**config.mk**
```make
export PLATFORM = sky130hd
export DESIGN_NAME = alias_regbank
export DESIGN_NICKNAME = d
export VERILOG_FILES = /design/src/rtl/alias_regbank_pkg.sv /design/src/rtl/alias_addr_decode.sv /design/src/rtl/alias_reg_cell.sv /design/src/rtl/alias_read_port.sv /design/src/rtl/alias_regbank.sv
export SDC_FILE = /design/constraint.sdc
export NUM_CORES = 1
export LEC_CHECK = 0
export BUFFER_PORTS_ARGS = -buffer_cell sky130_fd_sc_hd__clkbuf_2
export CAP_MARGIN = 10
export CORE_AREA = 3 3 232 234
export DETAILED_ROUTE_END_ITERATION = 8
export DIE_AREA = 0 0 235 237
export PLACE_DENSITY = 0.66
export SLEW_MARGIN = 15
export SYNTH_ARGS = -nofsm -noshare
export SYNTH_HDL_FRONTEND = slang
export SYNTH_SLANG_ARGS = --single-unit
```
**constraint.sdc**
```tcl
create_clock -name clk -period 1.6 [get_ports clk]
set_input_delay 0 -clock clk [delete_from_list [all_inputs] [get_ports clk]]
set_output_delay 0 -clock clk [all_outputs]
set_load 0.02 [all_outputs]
```
**src/rtl/alias_regbank_pkg.sv**
```systemverilog
package alias_regbank_pkg;

    localparam int unsigned WORD_LSB = 2;
    localparam int unsigned KIND_LSB = 12;
    localparam int unsigned BUS_AW   = 14;
    localparam int unsigned IDX_W    = KIND_LSB - WORD_LSB;

    typedef enum logic [1:0] {
        ACC_PLAIN  = 2'd0,
        ACC_TOGGLE = 2'd1,
        ACC_SETB   = 2'd2,
        ACC_CLRB   = 2'd3
    } access_kind_e;

endpackage

```
**src/rtl/alias_addr_decode.sv**
```systemverilog
module alias_addr_decode
    import alias_regbank_pkg::*;
#(
    parameter int unsigned NUM_REGS = 8,
    parameter int unsigned SEL_W    = 3
) (
    input  logic [BUS_AW-1:0]   addr,
    input  logic                we,
    output access_kind_e        kind,
    output logic [SEL_W-1:0]    word_sel,
    output logic                hit,
    output logic [NUM_REGS-1:0] wr_sel
);

    logic [IDX_W-1:0] idx;

    assign idx      = addr[KIND_LSB-1:WORD_LSB];
    assign kind     = access_kind_e'(addr[BUS_AW-1:KIND_LSB]);
    assign hit      = (32'(idx) < NUM_REGS);
    assign word_sel = idx[SEL_W-1:0];

    for (genvar g = 0; g < NUM_REGS; g++) begin : g_wsel
        assign wr_sel[g] = we && (32'(idx) == g);
    end

endmodule

```
**src/rtl/alias_reg_cell.sv**
```systemverilog
module alias_reg_cell
    import alias_regbank_pkg::*;
#(
    parameter int unsigned         DATA_W  = 32,
    parameter logic [DATA_W-1:0]   RO_MASK = 32'hFF00_0000
) (
    input  logic              clk,
    input  logic              rst_n,
    input  logic              wr_en,
    input  access_kind_e      kind,
    input  logic [DATA_W-1:0] wdata,
    input  logic [DATA_W-1:0] sts,
    output logic [DATA_W-1:0] q
);

    localparam logic [DATA_W-1:0] WR_MASK = ~RO_MASK;

    logic [DATA_W-1:0] merged;
    logic [DATA_W-1:0] q_nxt;

    always_comb begin
        unique case (kind)
            ACC_PLAIN:  merged = wdata;
            ACC_TOGGLE: merged = q ^ wdata;
            ACC_SETB:   merged = q | wdata;
            ACC_CLRB:   merged = q & ~wdata;
            default:    merged = q;
        endcase
    end

    always_comb begin
        q_nxt = ((wr_en ? merged : q) & WR_MASK) | (sts & RO_MASK);
    end

    always_ff @(posedge clk or negedge rst_n) begin
        if (!rst_n) q <= '0;
        else        q <= q_nxt;
    end


    plain_write_chk: assert property (@(posedge clk) disable iff (!rst_n)
        (wr_en && kind == ACC_PLAIN) |=> ((q & WR_MASK) == ($past(wdata) & WR_MASK)));


    toggle_write_chk: assert property (@(posedge clk) disable iff (!rst_n)
        (wr_en && kind == ACC_TOGGLE) |=> (((q ^ $past(q)) & WR_MASK) == ($past(wdata) & WR_MASK)));


    set_bits_chk: assert property (@(posedge clk) disable iff (!rst_n)
        (wr_en && kind == ACC_SETB) |=> ((q & $past(wdata) & WR_MASK) == ($past(wdata) & WR_MASK)));


    clr_bits_chk: assert property (@(posedge clk) disable iff (!rst_n)
        (wr_en && kind == ACC_CLRB) |=> ((q & $past(wdata) & WR_MASK) == '0));


    idle_hold_chk: assert property (@(posedge clk) disable iff (!rst_n)
        !wr_en |=> ((q & WR_MASK) == ($past(q) & WR_MASK)));


    ro_follow_chk: assert property (@(posedge clk) disable iff (!rst_n)
        rst_n |=> ((q & RO_MASK) == ($past(sts) & RO_MASK)));

endmodule

```
**src/rtl/alias_read_port.sv**
```systemverilog
module alias_read_port #(
    parameter int unsigned NUM_REGS = 8,
    parameter int unsigned DATA_W   = 32,
    parameter int unsigned SEL_W    = 3
) (
    input  logic                         clk,
    input  logic                         rst_n,
    input  logic                         rd_en,
    input  logic                         hit,
    input  logic [SEL_W-1:0]             word_sel,
    input  logic [NUM_REGS*DATA_W-1:0]   regs_flat,
    output logic [DATA_W-1:0]            rdata
);

    logic [DATA_W-1:0] rd_word;

    always_comb begin
        rd_word = '0;
        if (hit) rd_word = regs_flat[32'(word_sel)*DATA_W +: DATA_W];
    end

    always_ff @(posedge clk or negedge rst_n) begin
        if (!rst_n)     rdata <= '0;
        else if (rd_en) rdata <= rd_word;
    end


    rdata_hold_chk: assert property (@(posedge clk) disable iff (!rst_n)
        !rd_en |=> $stable(rdata));


    unmapped_read_zero_chk: assert property (@(posedge clk) disable iff (!rst_n)
        (rd_en && !hit) |=> (rdata == '0));

endmodule

```
**src/rtl/alias_regbank.sv**
```systemverilog
module alias_regbank
    import alias_regbank_pkg::*;
#(
    parameter int unsigned       NUM_REGS = 8,
    parameter int unsigned       DATA_W   = 32,
    parameter logic [DATA_W-1:0] RO_MASK  = 32'hFF00_0000
) (
    input  logic                       clk,
    input  logic                       rst_n,
    input  logic [13:0]                bus_addr,
    input  logic                       bus_we,
    input  logic [DATA_W-1:0]          bus_wdata,
    input  logic                       bus_re,
    output logic [DATA_W-1:0]          bus_rdata,
    input  logic [NUM_REGS*DATA_W-1:0] sts_in,
    output logic [NUM_REGS*DATA_W-1:0] reg_q
);

    localparam int unsigned SEL_W = (NUM_REGS > 1) ? $clog2(NUM_REGS) : 1;
    localparam logic [NUM_REGS*DATA_W-1:0] WR_ALL = {NUM_REGS{~RO_MASK}};

    access_kind_e         kind;
    logic [SEL_W-1:0]     word_sel;
    logic                 hit;
    logic [NUM_REGS-1:0]  wr_sel;

    alias_addr_decode #(
        .NUM_REGS (NUM_REGS),
        .SEL_W    (SEL_W)
    ) u_decode (
        .addr     (bus_addr),
        .we       (bus_we),
        .kind     (kind),
        .word_sel (word_sel),
        .hit      (hit),
        .wr_sel   (wr_sel)
    );

    for (genvar r = 0; r < NUM_REGS; r++) begin : g_cell
        alias_reg_cell #(
            .DATA_W  (DATA_W),
            .RO_MASK (RO_MASK)
        ) u_cell (
            .clk   (clk),
            .rst_n (rst_n),
            .wr_en (wr_sel[r]),
            .kind  (kind),
            .wdata (bus_wdata),
            .sts   (sts_in[r*DATA_W +: DATA_W]),
            .q     (reg_q[r*DATA_W +: DATA_W])
        );
    end

    alias_read_port #(
        .NUM_REGS (NUM_REGS),
        .DATA_W   (DATA_W),
        .SEL_W    (SEL_W)
    ) u_read (
        .clk       (clk),
        .rst_n     (rst_n),
        .rd_en     (bus_re),
        .hit       (hit),
        .word_sel  (word_sel),
        .regs_flat (reg_q),
        .rdata     (bus_rdata)
    );


    unmapped_write_chk: assert property (@(posedge clk) disable iff (!rst_n)
        (bus_we && !hit) |=> ((reg_q & WR_ALL) == ($past(reg_q) & WR_ALL)));


    single_target_chk: assert property (@(posedge clk) disable iff (!rst_n)
        $onehot0(wr_sel));

endmodule

```
==> impl_results.md, run 1 <==
- Fillers: 4454
- Cell accounting for the most synthesized area: dfrtp_1
- Final WS setup: 0.07392 ns
- Avg Cell Area, Syn: 11.07 um2
- CP startpoint kind: primary input
- Met3 track demand over resource: 4.065%
- Drt pass-1 iters: 6
- Met2 Resource Use GR: 42.39%
- Clk slew on worst S/H paths: 0.07 ns
- Worst slew pin tran: 0.7662 ns
- Total GRT Usage: 24.67%
- Post-Syn Nets: 2685
- Full die area: 55700 um2
- Grt met1 use: 31.32%
- Non-Filler Instances: 3183
- CTS H-Tree Depth: 2
- Starting Density: 42.27%
- Post-route ant nets: 0
- Post-synth design cell area: 22080 um2
- Max Slew Vio Count: 0
- Critical path peak fanout: 24
- Max Root-Sink Buffers: 3
- Worst EP required: 2.02 ns
- Detailed placement HPWL: 47540 um
- Num rows: 84
- Clk root buf: clkbuf_16
- Final net count: 3156
- Top Usage Layer GRT: met2
- Total CTS buffers: 36
- Hold Path Class: in -> reg
- Setup TNS: 0 ns
- DRC Markers: 0
- Core area: 52240 um2
- Top cells by area, synth: dfrtp_1, ha_1, mux2_2
- Initial antenna violation count: 1
- Share of layout cells above drive strength 1: 32.68%
- Wirelength per Cell: 22.18 um
- Slew headroom: 48.73%
- Routed WL: 70590 um
- IO Pins: 594
- Clock Sinks: 288
- Grt total ovfl: 0
- Die width: 235 um
- Count of input and output buffers: 391
- Status: completed
- Maximum VDD drop: 0.0009326 V
- Unrepaired setup endpoints after global routing: false
- DIE HEIGHT: 237 um
- Most frequent cells in the layout: clkbuf_2, ha_1, dfrtp_1
- Fin. Hold Viols: 0
- Peak Freq: 655.3 MHz
- 1st-iter DRT viols: 1255
- Cells after synthesis: 1995
- Final instance area: 27560 um2
- R2r setup slk: 0.10 ns
- Leakage: 0.01364 uW
- Clock Skews: 0.01519 ns
- Post-CTS setup buffer count: 0
- Max-cap check violation count: 0
- Vias in the first global route: 19280
- Worst r2r path cells: 5
- CTS tree: built
- CP Launch Point: bus_addr[3]
- Syn. warnings: 0
- Seq cells post-synth: 288
- Hold_ws: 0.04147 ns
- Clk_lat worst skew: 0.56 ns
- Layout area overhead: 24.85%
- Crit end category: flop
- Via density: 5.655
- Dpl ws: -0.09092 ns
- Post-synth top area share: 32.64%
- Min Tclk post-route: 1.526 ns
- Wire length of the first global-routing pass: 110400 um
- Final period util: 95.38%
- Routability cong.: 0.8208
- Count of cell types in the netlist: 30
- Total number of vias: 18000
- Dpl cell area: 25660 um2
- Setup CP Type: in -> reg
- PwrDens: 702.7 nW/um2
- Placed Cells: 3045
- Worst EP arrival: 1.94 ns
- Sequential area share after synthesis: 32.64%
- Largest net degree at the start of global routing: 97
- Setup-failing EPs final: 0
- Most common cell after layout, fill and taps aside: clkbuf_2
## metal layers
layer | wire, um | vias to the layer above
met2 | 34960 | 547
li1 | - | 8138
met1 | 29490 | 9170
met4 | 2583 | 0
met5 | 0 | -
met3 | 3561 | 145
## logic make-up (layout without fill, tap and decap cells)
| kind of cell | count (synthesis) | in the layout | synth area share (%) |
|---|---|---|---|
| multiplexers | 449 | 449 | 25.02 |
| AO/OA/AOI/OAI | 416 | 416 | 11.98 |
| adder cells (fa/ha/maj) | 384 | 384 | 21.76 |
| buffers and inverters | 348 | 847 | 6.381 |
| flip-flops | 288 | 288 | 32.64 |
| AND/OR/NAND/NOR | 110 | 110 | 2.222 |
| other | 0 | 1 | 0 |
## worst min path at each step
stage / startpoint / to / slack, ns / cells past startpoint
global placement: rst_n / asynchronous set/reset pin / -0.06 / 1
finish: bus_addr[2] / u_read.rdata[30] / 0.04 / 4
CTS: bus_addr[2] / u_read.rdata[30] / 0.005 / 4
detailed placement: rst_n / asynchronous set/reset pin / -0.06 / 1
global route: bus_addr[2] / u_read.rdata[30] / 0.05 / 4
floorplan: rst_n / asynchronous set/reset pin / -0.30 / 0
## power by group
part	total (uW)	switching, uW	leakage, uW	internal [uW]
clock	8370	3500	0.000574	4860
combinational	3390	1920	0.0102	1480
sequential	7610	164	0.00289	7450
total	19400	5580	0.0136	13800
## worst max-delay path, cell delays in order
cell and delay (ns):
dlygate4sd3_1 0.54, buf_4 0.22, nand3b_1 0.24, or3_2 0.52, buf_12 0.22, mux2i_1 0.16
## cell usage after synthesis
library cell    n
a211oi_1      192
a21oi_1       192
a22oi_1        31
and3_1          1
buf_1           6
buf_2          16
buf_4           6
buf_6           8
clkbuf_1       95
clkinv_1        1
dfrtp_1       288
ha_1          384
inv_1         216
mux2_2        192
mux2i_1       194
mux4_2         63
nand2_1        62
nand3_1         4
nand3b_1        3
nor2_1         27
nor2_2          2
nor3_1          3
nor3_2          1
nor3_4          1
nor4_2          1
o2bb2ai_1       1
or3_1           2
or4_1           1
or4_4           1
or4b_1          1
## cell type report
class,count,area [um2],share of cell area (%)
well taps,688,860.8,3.123
clock inverters,10,136.4,0.4948
multi-input cells,1359,13510,49.00
flip-flops and latches,288,7207,26.15
diodes,1,2.502,0.009079
inverters,217,814.5,2.955
repair buffers,564,3991,14.48
clock buffers,56,1046,3.795
## timing repair
action	4_1_cts	5_1_grt
hold buffers	71	0
resized for setup	0	0
hold endpoints to repair	363	0
endpoints found under the setup margin	0	0
## through the flow
step	utilization, %	power, uW
final	52.77	19370
after floorplan	-	9677
after global placement	49.12	10750
after CTS	52.76	19530
after global routing	52.77	20160
after detailed placement	49.12	10950
Power figures use the tool's default switching activity.
==> run 2, diff against run 1 <==
--- a/config.mk
+++ b/config.mk
@@ -10,7 +10,7 @@
 export CORE_AREA = 3 3 232 234
 export DETAILED_ROUTE_END_ITERATION = 8
 export DIE_AREA = 0 0 235 237
-export PLACE_DENSITY = 0.66
+export PLACE_DENSITY_LB_ADDON = 0.2
 export SLEW_MARGIN = 15
 export SYNTH_ARGS = -nofsm -noshare
 export SYNTH_HDL_FRONTEND = slang
==> impl_results.md, run 2 (synthesis results as in run 1) <==
- Vias in the first global route: 19040
- Max Slew Vio Count: 0
- Routed length on met2: 35480 um
- Core area: 52240 um2
- Fillers: 4548
- Routability cong.: 0.8818
- Initial antenna violation count: 0
- Layout area overhead: 25.81%
- Non-Filler Instances: 3190
- Most common cell after layout, fill and taps aside: clkbuf_2
- Hold_ws: 0.06009 ns
- Total CTS buffers: 38
- Grt total ovfl: 0
- Largest net degree at the start of global routing: 79
- Dpl ws: -0.1111 ns
- Max Root-Sink Buffers: 3
- Wirelength per Cell: 22.23 um
- 1st-iter DRT viols: 1156
- Drt pass-1 iters: 5
- Slew headroom: 52.78%
- Status: completed
- Fin. Hold Viols: 0
- Final period util: 92.10%
- Critical path peak fanout: 4
- Leakage: 0.01376 uW
- Clock Sinks: 288
- Die width: 235 um
- Total power draw: 20400 uW
- Clk slew on worst S/H paths: 0.06 ns
- Antenna cells: 0
- Total GRT Usage: 25.14%
- Post-route ant nets: 0
- Count of input and output buffers: 391
- Setup CP Type: reg -> reg
- Placed Cells: 3052
- Detailed placement HPWL: 48940 um
- Hold_sp: bus_wdata[21]
- DRC Markers: 0
- CTS tree: built
- Hold Path Class: in -> reg
- Most frequent cells in the layout: clkbuf_2, ha_1, dfrtp_1
- Met1 WL: 30130 um
- Clock Skews: 0.01802 ns
- Total number of vias: 17850
- Maximum VDD drop: 0.0007627 V
- Register area: 7207 um2
- Clk_lat worst skew: 0.57 ns
- Final net count: 3163
- Crit end category: flop
- Worst EP required: 2.04 ns
- CTS H-Tree Depth: 2
- Top Layer Used: met4
- Clk root buf: clkbuf_16
- Routed WL: 70910 um
- Setup-failing EPs final: 0
- WL met3: 3044 um
- Worst slew pin tran: 0.7057 ns
- Max-cap check violation count: 0
- IO Pins: 594
- Share of layout cells above drive strength 1: 33.37%
- Multi-input logic area: 13510 um2
- Peak Freq: 678.6 MHz
- DIE HEIGHT: 237 um
- Final WS setup: 0.1264 ns
- Wire length of the first global-routing pass: 111700 um
- Setup TNS: 0 ns
- Via density: 5.594
- Num rows: 84
- Starting Density: 42.27%
- CTS resizes: 0
- CP startpoint kind: flop
- PwrDens: 734.4 nW/um2
- Min Tclk post-route: 1.474 ns
- Full die area: 55700 um2
- Worst EP arrival: 1.91 ns
- Unrepaired setup endpoints after global routing: false
==> run 2: critical path: stages, from the launching register on <==
cell and delay, ns:
dfrtp_1 0.46, inv_1 0.10, ha_1 0.28, mux2_2 0.27, a21oi_1 0.15, mux2i_1 0.10
==> run 2: layout make-up <==
cell class	instances	share of cell area, %
well taps	688	3.099
multi-input cells	1359	48.62
flip-flops and latches	288	25.95
clock inverters	16	0.8514
inverters	217	2.933
clock buffers	53	4.059
repair buffers	569	14.49
==> run 2: power by group <==
group / internal (uW) / leakage [uW] / switching, uW / total (uW)
clock network: 5750 / 0.000669 / 3650 / 9400
registers: 7450 / 0.00289 / 166 / 7610
logic: 1480 / 0.0102 / 1900 / 3380
total: 14700 / 0.0138 / 5720 / 20400
==> run 2: through the flow <==
step	instance area [um2]	util [%]
after global placement	25710	49.22
after global routing	27780	53.17
after detailed placement	25710	49.22
after CTS	27780	53.17
final	27780	53.17
after floorplan	22080	-
==> run 2: per-layer routing <==
| metal | GRT usage (%) | vias up |
|---|---|---|
| met5 | 0 | - |
| met4 | 8.143 | 0 |
| met3 | 4.461 | 119 |
| met2 | 43.40 | 442 |
| met1 | 31.99 | 9111 |
| li1 | - | 8174 |
==> run 2: path summary, 6_finish.rpt <==
path	end	slack [ns]	cells past startpoint
setup / recovery	flop	0.13	5
hold / removal	flop	0.06	6
setup reg to reg	flop	0.13	5
hold reg to reg	u_read.rdata[16]	0.47	2
max in group asynchronous	asynchronous set/reset pin	1.07	4
min in group asynchronous	u_read.rdata[21]	0.14	3
==> run 2: timing repair <==
item                      CTS  global route
setup buffers               0             0
hold endpoints to repair  386             0
hold buffers               69             0
